## src/rtl/tick_sel_pkg.sv

```systemverilog
package tick_sel_pkg;

   typedef enum logic [2:0] {
      SRC_OFF      = 3'd0,
      SRC_SYS      = 3'd1,
      SRC_DIV_A    = 3'd2,
      SRC_DIV_B    = 3'd3,
      SRC_DIV_C    = 3'd4,
      SRC_DIV_D    = 3'd5,
      SRC_PIN_FALL = 3'd6,
      SRC_PIN_RISE = 3'd7
   } src_sel_e;

   localparam int unsigned NUM_TAPS = 4;

endpackage

```

## src/rtl/tsel_pin_edge.sv

```systemverilog
module tsel_pin_edge #(
   parameter int unsigned SYNC_STAGES = 2
) (
   input  logic clk,
   input  logic rst_n,
   input  logic pin_async,
   output logic rise_pulse,
   output logic fall_pulse
);

   localparam int unsigned CHAIN_LEN = SYNC_STAGES + 1;

   if (SYNC_STAGES < 2) begin : g_bad_stages
      $error("tsel_pin_edge: SYNC_STAGES must be at least 2");
   end

   logic [CHAIN_LEN-1:0] chain_q;

   for (genvar i = 0; i < CHAIN_LEN; i++) begin : g_chain
      if (i == 0) begin : g_first
         always_ff @(posedge clk or negedge rst_n) begin
            if (!rst_n) chain_q[0] <= 1'b0;
            else        chain_q[0] <= pin_async;
         end
      end else begin : g_next
         always_ff @(posedge clk or negedge rst_n) begin
            if (!rst_n) chain_q[i] <= 1'b0;
            else        chain_q[i] <= chain_q[i-1];
         end
      end
   end

   logic sync_now;
   logic sync_prev;
   assign sync_now   = chain_q[SYNC_STAGES-1];
   assign sync_prev  = chain_q[SYNC_STAGES];
   assign rise_pulse = sync_now & ~sync_prev;
   assign fall_pulse = ~sync_now & sync_prev;

   assert_rise_single_R4: assert property (@(posedge clk) disable iff (!rst_n)
      rise_pulse |=> !rise_pulse);
   assert_fall_single_R5: assert property (@(posedge clk) disable iff (!rst_n)
      fall_pulse |=> !fall_pulse);
   assert_no_dual_edge_R6: assert property (@(posedge clk) disable iff (!rst_n)
      !(rise_pulse && fall_pulse));
   assert_rise_settles_R6: assert property (@(posedge clk) disable iff (!rst_n)
      rise_pulse |=> sync_prev);

endmodule

```

## src/rtl/tsel_divider.sv

```systemverilog
module tsel_divider
   import tick_sel_pkg::*;
#(
   parameter int unsigned DIV_W   = 10,
   parameter int unsigned SHIFT_A = 3,
   parameter int unsigned SHIFT_B = 6,
   parameter int unsigned SHIFT_C = 8,
   parameter int unsigned SHIFT_D = 10
) (
   input  logic                clk,
   input  logic                rst_n,
   output logic [NUM_TAPS-1:0] tap
);

   localparam int unsigned SHIFTS [NUM_TAPS] = '{SHIFT_A, SHIFT_B, SHIFT_C, SHIFT_D};

   if (SHIFT_D > DIV_W) begin : g_bad_width
      $error("tsel_divider: largest tap exceeds divider width");
   end
   if (!(SHIFT_A >= 1 && SHIFT_A < SHIFT_B && SHIFT_B < SHIFT_C && SHIFT_C < SHIFT_D)) begin : g_bad_order
      $error("tsel_divider: tap shifts must be strictly increasing and nonzero");
   end

   logic [DIV_W-1:0] div_cnt;

   always_ff @(posedge clk or negedge rst_n) begin
      if (!rst_n) div_cnt <= '0;
      else        div_cnt <= div_cnt + 1'b1;
   end

   for (genvar t = 0; t < NUM_TAPS; t++) begin : g_tap
      localparam logic [DIV_W-1:0] LOW_MASK = DIV_W'((64'd1 << SHIFTS[t]) - 64'd1);
      assign tap[t] = ((div_cnt & LOW_MASK) == '0);

      assert_tap_gap_R3: assert property (@(posedge clk) disable iff (!rst_n)
         tap[t] |=> !tap[t]);
      if (t > 0) begin : g_nest
         assert_tap_nested_R3: assert property (@(posedge clk) disable iff (!rst_n)
            tap[t] |-> tap[t-1]);
      end
   end

endmodule

```

## src/rtl/tick_source_select.sv

```systemverilog
module tick_source_select
   import tick_sel_pkg::*;
#(
   parameter int unsigned DIV_W       = 10,
   parameter int unsigned SYNC_STAGES = 2,
   parameter int unsigned SHIFT_A     = 3,
   parameter int unsigned SHIFT_B     = 6,
   parameter int unsigned SHIFT_C     = 8,
   parameter int unsigned SHIFT_D     = 10
) (
   input  logic       clk,
   input  logic       rst_n,
   input  logic [2:0] sel,
   input  logic       ext_pin,
   output logic       tick
);

   logic [NUM_TAPS-1:0] tap;
   logic                pin_rise;
   logic                pin_fall;
   logic                src_tick;
   src_sel_e            sel_e;

   tsel_divider #(
      .DIV_W   (DIV_W),
      .SHIFT_A (SHIFT_A),
      .SHIFT_B (SHIFT_B),
      .SHIFT_C (SHIFT_C),
      .SHIFT_D (SHIFT_D)
   ) u_div (
      .clk   (clk),
      .rst_n (rst_n),
      .tap   (tap)
   );

   tsel_pin_edge #(
      .SYNC_STAGES (SYNC_STAGES)
   ) u_pin (
      .clk        (clk),
      .rst_n      (rst_n),
      .pin_async  (ext_pin),
      .rise_pulse (pin_rise),
      .fall_pulse (pin_fall)
   );

   assign sel_e = src_sel_e'(sel);

   always_comb begin
      unique case (sel_e)
         SRC_OFF:      src_tick = 1'b0;
         SRC_SYS:      src_tick = 1'b1;
         SRC_DIV_A:    src_tick = tap[0];
         SRC_DIV_B:    src_tick = tap[1];
         SRC_DIV_C:    src_tick = tap[2];
         SRC_DIV_D:    src_tick = tap[3];
         SRC_PIN_FALL: src_tick = pin_fall;
         SRC_PIN_RISE: src_tick = pin_rise;
         default:      src_tick = 1'b0;
      endcase
   end

   assign tick = rst_n & src_tick;

   assert_reset_quiet_R8: assert property (@(posedge clk)
      !rst_n |-> !tick);
   assert_pin_tick_spaced_R6: assert property (@(posedge clk) disable iff (!rst_n)
      (tick && sel[2] && sel[1] && $stable(sel)) |=> !(tick && $stable(sel)));
   assert_div_tick_tap_R7: assert property (@(posedge clk) disable iff (!rst_n)
      (tick && sel_e == SRC_DIV_D) |-> tap[0]);

endmodule

```

## config.mk

```make
export PLATFORM = sky130hd
export DESIGN_NAME = tick_source_select
export DESIGN_NICKNAME = d
export VERILOG_FILES = /design/src/rtl/tick_sel_pkg.sv /design/src/rtl/tsel_pin_edge.sv /design/src/rtl/tsel_divider.sv /design/src/rtl/tick_source_select.sv
export SDC_FILE = /design/constraint.sdc
export NUM_CORES = 1
export LEC_CHECK = 0
export BUFFER_PORTS_ARGS = -buffer_cell sky130_fd_sc_hd__buf_2
export CAP_MARGIN = 20
export CORE_MARGIN = 3
export CORE_UTILIZATION = 40
export DETAILED_ROUTE_END_ITERATION = 6
export GPL_TIMING_DRIVEN = 0
export HOLD_SLACK_MARGIN = 0.03
export SYNTH_ARGS = -nofsm -noshare
export SYNTH_HDL_FRONTEND = slang
export SYNTH_SLANG_ARGS = --single-unit
```

## constraint.sdc

```tcl
create_clock -name clk -period 2.5 [get_ports clk]
set_input_delay 0.375 -clock clk [delete_from_list [all_inputs] [get_ports clk]]
set_output_delay 0.375 -clock clk [all_outputs]
set_load 0.1 [all_outputs]
```

Yosys cells after proc, flatten, opt, wreduce, memory -nomap -nowiden
Index checks and enable logic that the tools add are counted.

Output and inout port bits: 1. Register bits after elaboration: 13.

Equality and inequality tests: 7. Bitwise gates (word level): 5. Multiplexer cells: 1. Reduce and logical (&&, ||, !) cells: 5. Add/subtract/negate cells: 1.

Operators with widths (count): 10-bit logical NOT (4); 3-bit equality test, second input constant (4); 10-bit by 1-bit adder with 10-bit output, second input constant (1); 1-bit one-hot mux with 8 select lines (1); 3-bit by 2-bit equality test with 1-bit output, second input constant (2); 1-bit AND (3); 3-bit by 1-bit equality test with 1-bit output, second input constant (1); 3-bit logical NOT (1); 1-bit NOT (2).

Logic depth before layout (Yosys ltp)
Gate-level depths: netlist of run 1.

Depth after elaboration: 4. Gate-level depth with buffers: 5. Mapped depth without buffers: 5.

Modules after synthesis
From an unflattened synthesis of run 1, not the netlist that was laid out.

Cells, all modules: 53. Area, all modules: 624.3 µm².

By module, submodules not included: tsel_divider (area each 455.4 µm², times used 1, seq. area each 250.2 µm², cells each 38); tsel_pin_edge (area each 90.1 µm², times used 1, seq. area each 75.1 µm², cells each 5); tick_source_select (area each 78.8 µm², times used 1, seq. area each 0.0 µm², cells each 10).

Worst setup path before layout of run 1
Ideal clock, no wire load.

Path type: reg-to-output. From: reg u_div.div_cnt[0]. To: out tick. Path slack: -0.100 ns. Stages on the path, launching flop included: 6. Arrival: 2.225 ns. Cells stage by stage: dfrtp_1 inv_1 ha_1 and2b_2 a211oi_2 a221oi_2.

Word-level cells in the longest chain between the ends: 3.

RTL lines: start: declaration (RTL line tsel_divider.sv:24) `logic [DIV_W-1:0] div_cnt;`; start signal: assignment (RTL line tsel_divider.sv:28) `else div_cnt <= div_cnt + 1'b1;`; 10-bit logical NOT (RTL line tsel_divider.sv:33) `assign tap[t] = ((div_cnt & LOW_MASK) == '0);`; 1-bit one-hot mux with 8 select lines * (RTL line tick_source_select.sv:49) `unique case (sel_e)`; 1-bit AND * (RTL line tick_source_select.sv:62) `assign tick = rst_n & src_tick;`; end: declaration (RTL line tick_source_select.sv:15) `output logic tick`.

Mark *: on every way between the ends. The rest lies on a longest branch, timed or not.

Worst setup path in the final report of run 1
Same ends and word-level chain as after synthesis.

==> Flow_metrics.wiki, run 1 <==
{| class="wikitable"
! Metric !! Value
|-
| Run status || finished clean
|-
| Overall overflow remaining after global route || 0
|-
| Power per standard cell area || 522.4 nW/µm²
|-
| Die Area || 2003 µm²
|-
| Detailed-route wire length per cell || 12.36 µm
|-
| Clock slew seen by the registers of the worst setup and hold paths || 70 ps
|-
| TritonCTS clock tree || yes
|-
| Number of nets in the synthesized netlist || 58
|-
| Combinational Power Share || 7.6%
|-
| Antenna diodes || 0
|-
| Number of global-route vias before repair || 371
|-
| Seq pwr share || 58.7%
|-
| Share of cells above drive strength 1 || 24.59%
|-
| Summed negative setup slack over all endpoints || 0 ps
|-
| Flops & latches, synth || 13
|-
| Headroom to the max-slew limit || 67.92%
|-
| Setup Fix Bufs, Post-CTS || 0
|-
| Number of I/O pins || 7
|-
| Min cycle time layout || 2403 ps
|-
| Number of max-cap violations || 0
|-
| Worst-margin pin slew || 484.5 ps
|-
| Die X || 44.75 µm
|-
| All-layer global routing usage || 11.84%
|-
| Net load switching power || 80.49 µW
|-
| Number of warnings reported in the yosys synthesis log || 0
|-
| Worst skew pair latency || 270 ps
|-
| Number of vias in the routed layout || 392
|-
| CTS H-Tree Depth || 1
|-
| Clock network power share || 33.7%
|-
| Switch share || 22.11%
|-
| Global-route wire length before repair || 1.642 mm
|-
| Antenna viol nets, final || 0
|-
| Fill cells || 130
|-
| Tcrit/Tclk final || 96.10%
|-
| Largest driver fanout on the critical path || 6
|-
| CP arrival || 2030 ps
|-
| Most common cell after layout, fill and taps aside || dfrtp_1
|-
| Total length of routed wires || 939 µm
|-
| Root Buffer || clkbuf_4
|-
| Setup repair after global routing missed its margin || false
|-
| Endpoint type of the worst setup path || output pin
|-
| Crit start category || flip-flop
|-
| Internal power summed over all cells || 283.6 µW
|-
| DRT Pass-1 Iters || 4
|-
| Post-route clock skew || 5.663 ps
|-
| Class of the worst hold path || primary input to flip-flop
|-
| Number of hold buffers added after cts || 1
|-
| Placement row count || 13
|-
| Resized Gates After CTS || 0
|-
| Via density || 5.158
|-
| Post-synth design cell area || 600.6 µm²
|-
| Iter 0 DRT Violations || 4
|-
| Die Ht || 44.75 µm
|-
| Final Core Density || 51.62%
|-
| Pin count of the biggest net entering global routing || 15
|-
| CORE AREA || 1350 µm²
|-
| Count of endpoints failing setup in the final report || 0
|-
| Clock sink count || 13
|-
| Final hold viol count || 0
|-
| Cts bufs inserted || 3
|-
| Half-perimeter wire length after detailed placement || 721.7 µm
|-
| Initial antenna violation count || 0
|-
| Worst Path Class, Setup || flip-flop to output pin
|-
| Count of input and output buffers || 6
|-
| Sequential element share of the synthesized area || 54.17%
|-
| Maximum root-to-sink buffer count || 2
|-
| Average footprint of a synthesized cell || 12.01 µm²
|-
| Number of distinct standard cells referenced by the synthesized netlist || 21
|-
| Highest-count cells in the layout ignoring fill and taps || 13 x dfrtp_1, 7 x xnor2_1, 6 x buf_2
|-
| Cells after Synth || 50
|-
| Area growth syn-to-layout || 16.04%
|-
| Achievable Freq || 416.2 MHz
|-
| Initial Util || 44.49%
|-
| IR drop worst, VDD || 0.3487 mV
|-
| Routability congestion estimate from global placement || 0.7216
|-
| Post-detailed-route DRC marker count || 0
|-
| Net count, final || 70
|-
| Required time at the worst-slack endpoint || 2120 ps
|-
| Max Transition Viols Final || 0
|-
| Leak || 0.3199 nW
|}
## metrics by stage
step | total power [mW] | cell area [µm²] | hold WS, ps | setup slack [ps] | instances
after floorplan | 0.2336 | 611.8 | 79.41 | 315.7 | 50
after global placement | 0.2445 | 660.6 | 276.0 | 413.6 | 71
after detailed placement | 0.2450 | 660.6 | 277.9 | 381.7 | 71
after CTS | 0.3718 | 696.9 | 200.6 | 76.46 | 76
after global routing | 0.3846 | 696.9 | 195.6 | 11.62 | 76
final | 0.3641 | 696.9 | 211.1 | 97.41 | 76
## routing by layer
metal,vias up,wire length [µm],share of wire (%),GRT usage [%]
met2,8,424,45,16.91
met3,2,42,4.5,3.586
met1,181,463,49,15.64
met5,-,0,0,0
li1,201,-,-,-
met4,0,8,0.85,7.229
## synthesized netlist by cell type
master | count | area, µm²
and3_1 | 1 | 6.260
and3_2 | 1 | 7.510
nor3_1 | 1 | 5.000
xor2_1 | 1 | 8.760
ha_1 | 2 | 25.02
dfrtp_1 | 13 | 325.3
and4_4 | 1 | 11.26
and4b_1 | 1 | 10.01
and2b_2 | 1 | 8.760
a211oi_2 | 1 | 12.51
xnor2_1 | 7 | 61.31
a41oi_1 | 1 | 8.760
a31oi_1 | 1 | 6.260
inv_1 | 5 | 18.77
nor2b_1 | 2 | 12.51
a221oi_2 | 1 | 15.01
nand3_1 | 4 | 20.02
nand2_1 | 1 | 3.750
o21ai_0 | 1 | 5.000
nand4_1 | 3 | 18.77
nor3_2 | 1 | 10.01
## registers in the layout, indices dropped and copies added (netlist names)
name	count
u_pin.sync_now	1
u_div.div_cnt	10
u_pin.sync_prev	1
u_pin.chain_q	1
## worst max-delay path: stages, from the launching register on
cell      delay, ps
dfrtp_1         440
inv_1           100
ha_1            140
and2b_2         180
a41oi_1         160
a221oi_4        280
buf_2           460
## path summary, 6_finish.rpt
kind / startpoint / endpoint / slack (ps) / depth (start not counted)
max in group asynchronous: rst_n / u_div.div_cnt[9] / 1750 / 2
worst min register to register: u_pin.chain_q[0] / u_pin.sync_now / 360 / 0
worst max-delay path: u_div.div_cnt[0] / tick / 100 / 6
worst max register to register: u_div.div_cnt[3] / u_div.div_cnt[7] / 1380 / 3
worst min-delay path: ext_pin / u_pin.chain_q[0] / 210 / 1
min in group asynchronous: rst_n / u_div.div_cnt[8] / 530 / 2
## cell type report
| type | count | area [µm²] | share of cell area, % |
|---|---|---|---|
| Multi-Input combinational cell | 32 | 267.8 | 38.42 |
| Tap cell | 15 | 18.77 | 2.693 |
| Inverter | 5 | 18.77 | 2.693 |
| Sequential cell | 13 | 325.3 | 46.68 |
| Timing Repair Buffer | 7 | 40.04 | 5.745 |
| Clock buffer | 4 | 26.28 | 3.770 |
## kinds of logic (layout without fill, tap and decap cells)
group	count (synthesis)	in the layout	share of synthesized area, %
compound gates	5	5	7.916
xor+xnor	8	8	11.67
fa+ha+maj	2	2	4.166
buf+inv	5	16	3.125
flops	13	13	54.17
simple gates	17	17	18.96
## power groups by stage
stage / sequential, mW / clock [mW] / combinational [mW]
after CTS: 0.214 / 0.130 / 0.0283
after floorplan: 0.218 / 0 / 0.0161
after detailed placement: 0.218 / 0 / 0.0271
after global placement: 0.218 / 0 / 0.0268
after global routing: 0.214 / 0.140 / 0.0305
final: 0.214 / 0.123 / 0.0278
Note: power is estimated with default switching activity, not from simulation.
==> inputs of run 2 (changes only) <==
--- a/config.mk
+++ b/config.mk
@@ -5,6 +5,7 @@
 export SDC_FILE = /design/constraint.sdc
 export NUM_CORES = 1
 export LEC_CHECK = 0
+export ABC_AREA = 1
 export BUFFER_PORTS_ARGS = -buffer_cell sky130_fd_sc_hd__buf_2
 export CAP_MARGIN = 20
 export CORE_MARGIN = 3
==> run 2 against run 1 <==
Against the previous run:
- non-clock buffer count did not move
- die area increased by 5.4%
- total power rose by 0.32%
- register-to-register slack worse by 90 ps
- sequential cell count unchanged
- sequential power hardly changed
- critical endpoint unchanged
==> Flow_metrics.wiki, run 2 <==
{| class="wikitable"
! Metric !! Value
|-
| Antenna diodes || 0 (unchanged)
|-
| Most frequent cells after synthesis || 17 x nand2_1, 15 x nor2_1, 13 x dfrtp_1 (was 13 x dfrtp_1, 7 x xnor2_1, 5 x inv_1)
|-
| Ys async rst share || 100.0% (unchanged)
|-
| Share of cells above drive strength 1 || 15.12% (was 24.59%)
|-
| Number of max-cap violations || 0 (unchanged)
|-
| Most area-consuming cells after synthesis || dfrtp_1 51%, nand2_1 10%, nor2_1 8.8% (was dfrtp_1 54%, xnor2_1 10%, ha_1 4.2%)
|-
| Headroom to the max-slew limit || 68.05% (was 67.92%)
|-
| Resized Gates After CTS || 0 (unchanged)
|-
| Number of cells in the finished layout apart from fillers || 101 (was 76)
|-
| Setup repair after global routing missed its margin || false (unchanged)
|-
| Number of I/O pins || 7 (unchanged)
|-
| Number of global-route vias before repair || 411 (was 371)
|-
| Net count, final || 95 (was 70)
|-
| Most frequent cell after synthesis || nand2_1 (was dfrtp_1)
|-
| Average footprint of a synthesized cell || 8.508 µm² (was 12.01 µm²)
|-
| Cts bufs inserted || 3 (unchanged)
|-
| Final hold viol count || 0 (unchanged)
|-
| Antenna viol nets, final || 0 (unchanged)
|-
| Die Area || 2110 µm² (was 2003 µm²)
|-
| Count of endpoints failing setup in the final report || 0 (unchanged)
|-
| Most used DFF post-synth || dfrtp_1 (unchanged)
|-
| Leak || 0.3598 nW (was 0.3199 nW)
|-
| Area growth syn-to-layout || 13.73% (was 16.04%)
|-
| CP arrival || 1820 ps (was 2030 ps)
|-
| Max stage delay cell, worst path || buf_2 (unchanged)
|-
| Initial antenna violation count || 0 (unchanged)
|-
| Clock slew seen by the registers of the worst setup and hold paths || 70 ps (about the same)
|-
| Post-detailed-route DRC marker count || 0 (unchanged)
|-
| Maximum root-to-sink buffer count || 2 (unchanged)
|-
| Die Ht || 45.94 µm (was 44.75 µm)
|-
| Root Buffer || clkbuf_4 (unchanged)
|-
| Class of the worst hold path || primary input to flip-flop (unchanged)
|-
| Most common cell after layout, fill and taps aside || nand2_1 (was dfrtp_1)
|-
| Half-perimeter wire length after detailed placement || 724 µm (was 721.7 µm)
|-
| Iter 0 DRT Violations || 5 (was 4)
|-
| Tcrit/Tclk final || 87.81% (was 96.10%)
|-
| Number of placed instances with taps included || 96 (was 71)
|-
| Number of distinct standard cells referenced by the synthesized netlist || 16 (was 21)
|-
| Sequential element share of the synthesized area || 50.98% (was 54.17%)
|-
| Worst-margin pin slew || 482.5 ps (was 484.5 ps)
|-
| Number of warnings reported in the yosys synthesis log || 0 (unchanged)
|-
| Fraction of post-synthesis cell area in the top cell type by area || 50.98% (was 54.17%)
|-
| Fill cells || 138 (was 130)
|-
| Global-route wire length before repair || 1.669 mm (was 1.642 mm)
|-
| Min cycle time layout || 2195 ps (was 2403 ps)
|-
| Area occupied by registers || 325.3 µm² (unchanged)
|-
| CTS H-Tree Depth || 1 (unchanged)
|-
| Summed negative setup slack over all endpoints || 0 ps (unchanged)
|-
| Highest-count cells in the layout ignoring fill and taps || 17 x nand2_1, 14 x nor2_1, 13 x dfrtp_1 (was 13 x dfrtp_1, 7 x xnor2_1, 6 x buf_2)
|-
| Power per standard cell area || 503.3 nW/µm² (was 522.4 nW/µm²)
|-
| Crit start category || flip-flop (unchanged)
|-
| All-layer global routing usage || 11.46% (was 11.84%)
|-
| Multi-input combinational cell area || 270.3 µm² (was 267.8 µm²)
|-
| Cells after Synth || 75 (was 50)
|-
| Biggest area consumer among synthesized cells || dfrtp_1 (unchanged)
|-
| Initial Util || 45.62% (was 44.49%)
|-
| Achievable Freq || 455.5 MHz (was 416.2 MHz)
|-
| Via density || 4.594 (was 5.158)
|-
| Routability congestion estimate from global placement || 0.7579 (was 0.7216)
|-
| Required time at the worst-slack endpoint || 2120 ps (about the same)
|-
| Post-synth design cell area || 638.1 µm² (was 600.6 µm²)
|-
| IR drop worst, VDD || 0.2660 mV (was 0.3487 mV)
|-
| Worst Path Class, Setup || flip-flop to output pin (unchanged)
|-
| Max Transition Viols Final || 0 (unchanged)
|-
| Clock sink count || 13 (unchanged)
|-
| CORE AREA || 1399 µm² (was 1350 µm²)
|-
| Flops & latches, synth || 13 (unchanged)
|-
| Post-route clock skew || 4.893 ps (was 5.663 ps)
|-
| Endpoint type of the worst setup path || output pin (unchanged)
|-
| Run status || finished clean (unchanged)
|-
| DRT Pass-1 Iters || 4 (unchanged)
|-
| Number of enable flip-flop cells after synthesis || 0 (unchanged)
|-
| Worst path most repeated cell || nand2_1
|-
| Number of vias in the routed layout || 464 (was 392)
|-
| Count of input and output buffers || 6 (unchanged)
|-
| Number of flip-flops under the largest register name || 10 (unchanged)
|-
| Detailed-route wire length per cell || 9.545 µm (was 12.36 µm)
|-
| Total length of routed wires || 964 µm (was 939 µm)
|-
| Ordered cell list for the critical path || inv_1 > ha_1 > nand3_1 > nor2_1 > nand2_1 > nand2_1 > nand2_1 > nor2_2 > buf_2 (was inv_1 > ha_1 > and2b_2 > a41oi_1 > a221oi_4 > buf_2)
|-
| TritonCTS clock tree || yes (unchanged)
|-
| Number of nets in the synthesized netlist || 83 (was 58)
|-
| Delay contributed by the slowest stage of the critical path || 420 ps (was 460 ps)
|-
| Overall overflow remaining after global route || 0 (unchanged)
|-
| Worst skew pair latency || 270 ps (about the same)
|-
| Placement row count || 13 (unchanged)
|-
| Die X || 45.94 µm (was 44.75 µm)
|-
| Largest driver fanout on the critical path || 3 (was 6)
|-
| Largest register by flop count || u_div.div_cnt (unchanged)
|-
| Pin count of the biggest net entering global routing || 15 (unchanged)
|}
-- run 2: logic make-up after synthesis --
group | Yosys count | synth area share, %
flip-flops | 13 | 50.98
adder cells (fa/ha/maj) | 2 | 3.921
buffers and inverters | 12 | 7.058
XOR/XNOR | 5 | 6.862
AND/OR/NAND/NOR | 40 | 28.82
AO/OA/AOI/OAI | 3 | 2.352
-- run 2: layout make-up --
cell class / instances / area share (%)
Tap cell: 15 / 2.586
Inverter: 12 / 6.207
Clock buffer: 4 / 3.621
Timing Repair Buffer: 7 / 5.517
Multi-Input combinational cell: 50 / 37.24
Sequential cell: 13 / 44.83
-- run 2: critical path, delay by kind of cell, from the launching register on --
family	cells	cell delay, ps
buffers and inverters	2	500
DFF	1	410
adders and majority gates	1	180
and+or+nand+nor	6	460
-- run 2: metrics by stage --
step	total power, mW	utilization [%]	worst slack (ps)	hold WS (ps)	instance area [µm²]
floorplan	0.2324	-	400.8	79.41	640.6
global placement	0.2429	49.28	606.3	281.6	689.4
CTS	0.3753	51.88	286.4	194.6	725.7
finish	0.3653	51.88	304.8	211.2	725.7
detailed placement	0.2434	49.28	597.9	284.4	689.4
global route	0.3874	51.88	176.5	202.9	725.7
-- run 2: report_power, final --
part,switching (mW),internal (mW)
clock,0.0638,0.0618
sequential,0.000924,0.213
combinational,0.0185,0.00782
-- run 2: routing by layer --
metal | share of wire (%) | global-route usage (%) | vias to the layer above | routed length [µm]
met4 | 1.0 | 10.23 | 0 | 10
met3 | 4.1 | 2.372 | 2 | 40
met5 | 0 | 0 | - | 0
met2 | 43 | 15.66 | 5 | 414
li1 | - | - | 252 | -
met1 | 52 | 14.84 | 205 | 498
-- run 2: repair_timing --
item,4_1_cts,5_1_grt
buffers inserted,0,0
hold buffers,1,0
hold endpoints to repair,13,0
setup endpoints to repair,0,0
-- run 2: worst paths after layout --
kind | from | endpoint | slack [ps] | depth (start not counted)
setup reg to reg | u_div.div_cnt[0] | u_div.div_cnt[8] | 1290 | 5
hold reg to reg | u_pin.chain_q[0] | u_pin.sync_now | 360 | 0
max in group asynchronous | rst_n | u_pin.sync_now | 1750 | 2
hold / removal | ext_pin | u_pin.chain_q[0] | 210 | 1
setup / recovery | u_div.div_cnt[0] | tick | 300 | 9
min in group asynchronous | rst_n | u_div.div_cnt[3] | 510 | 2
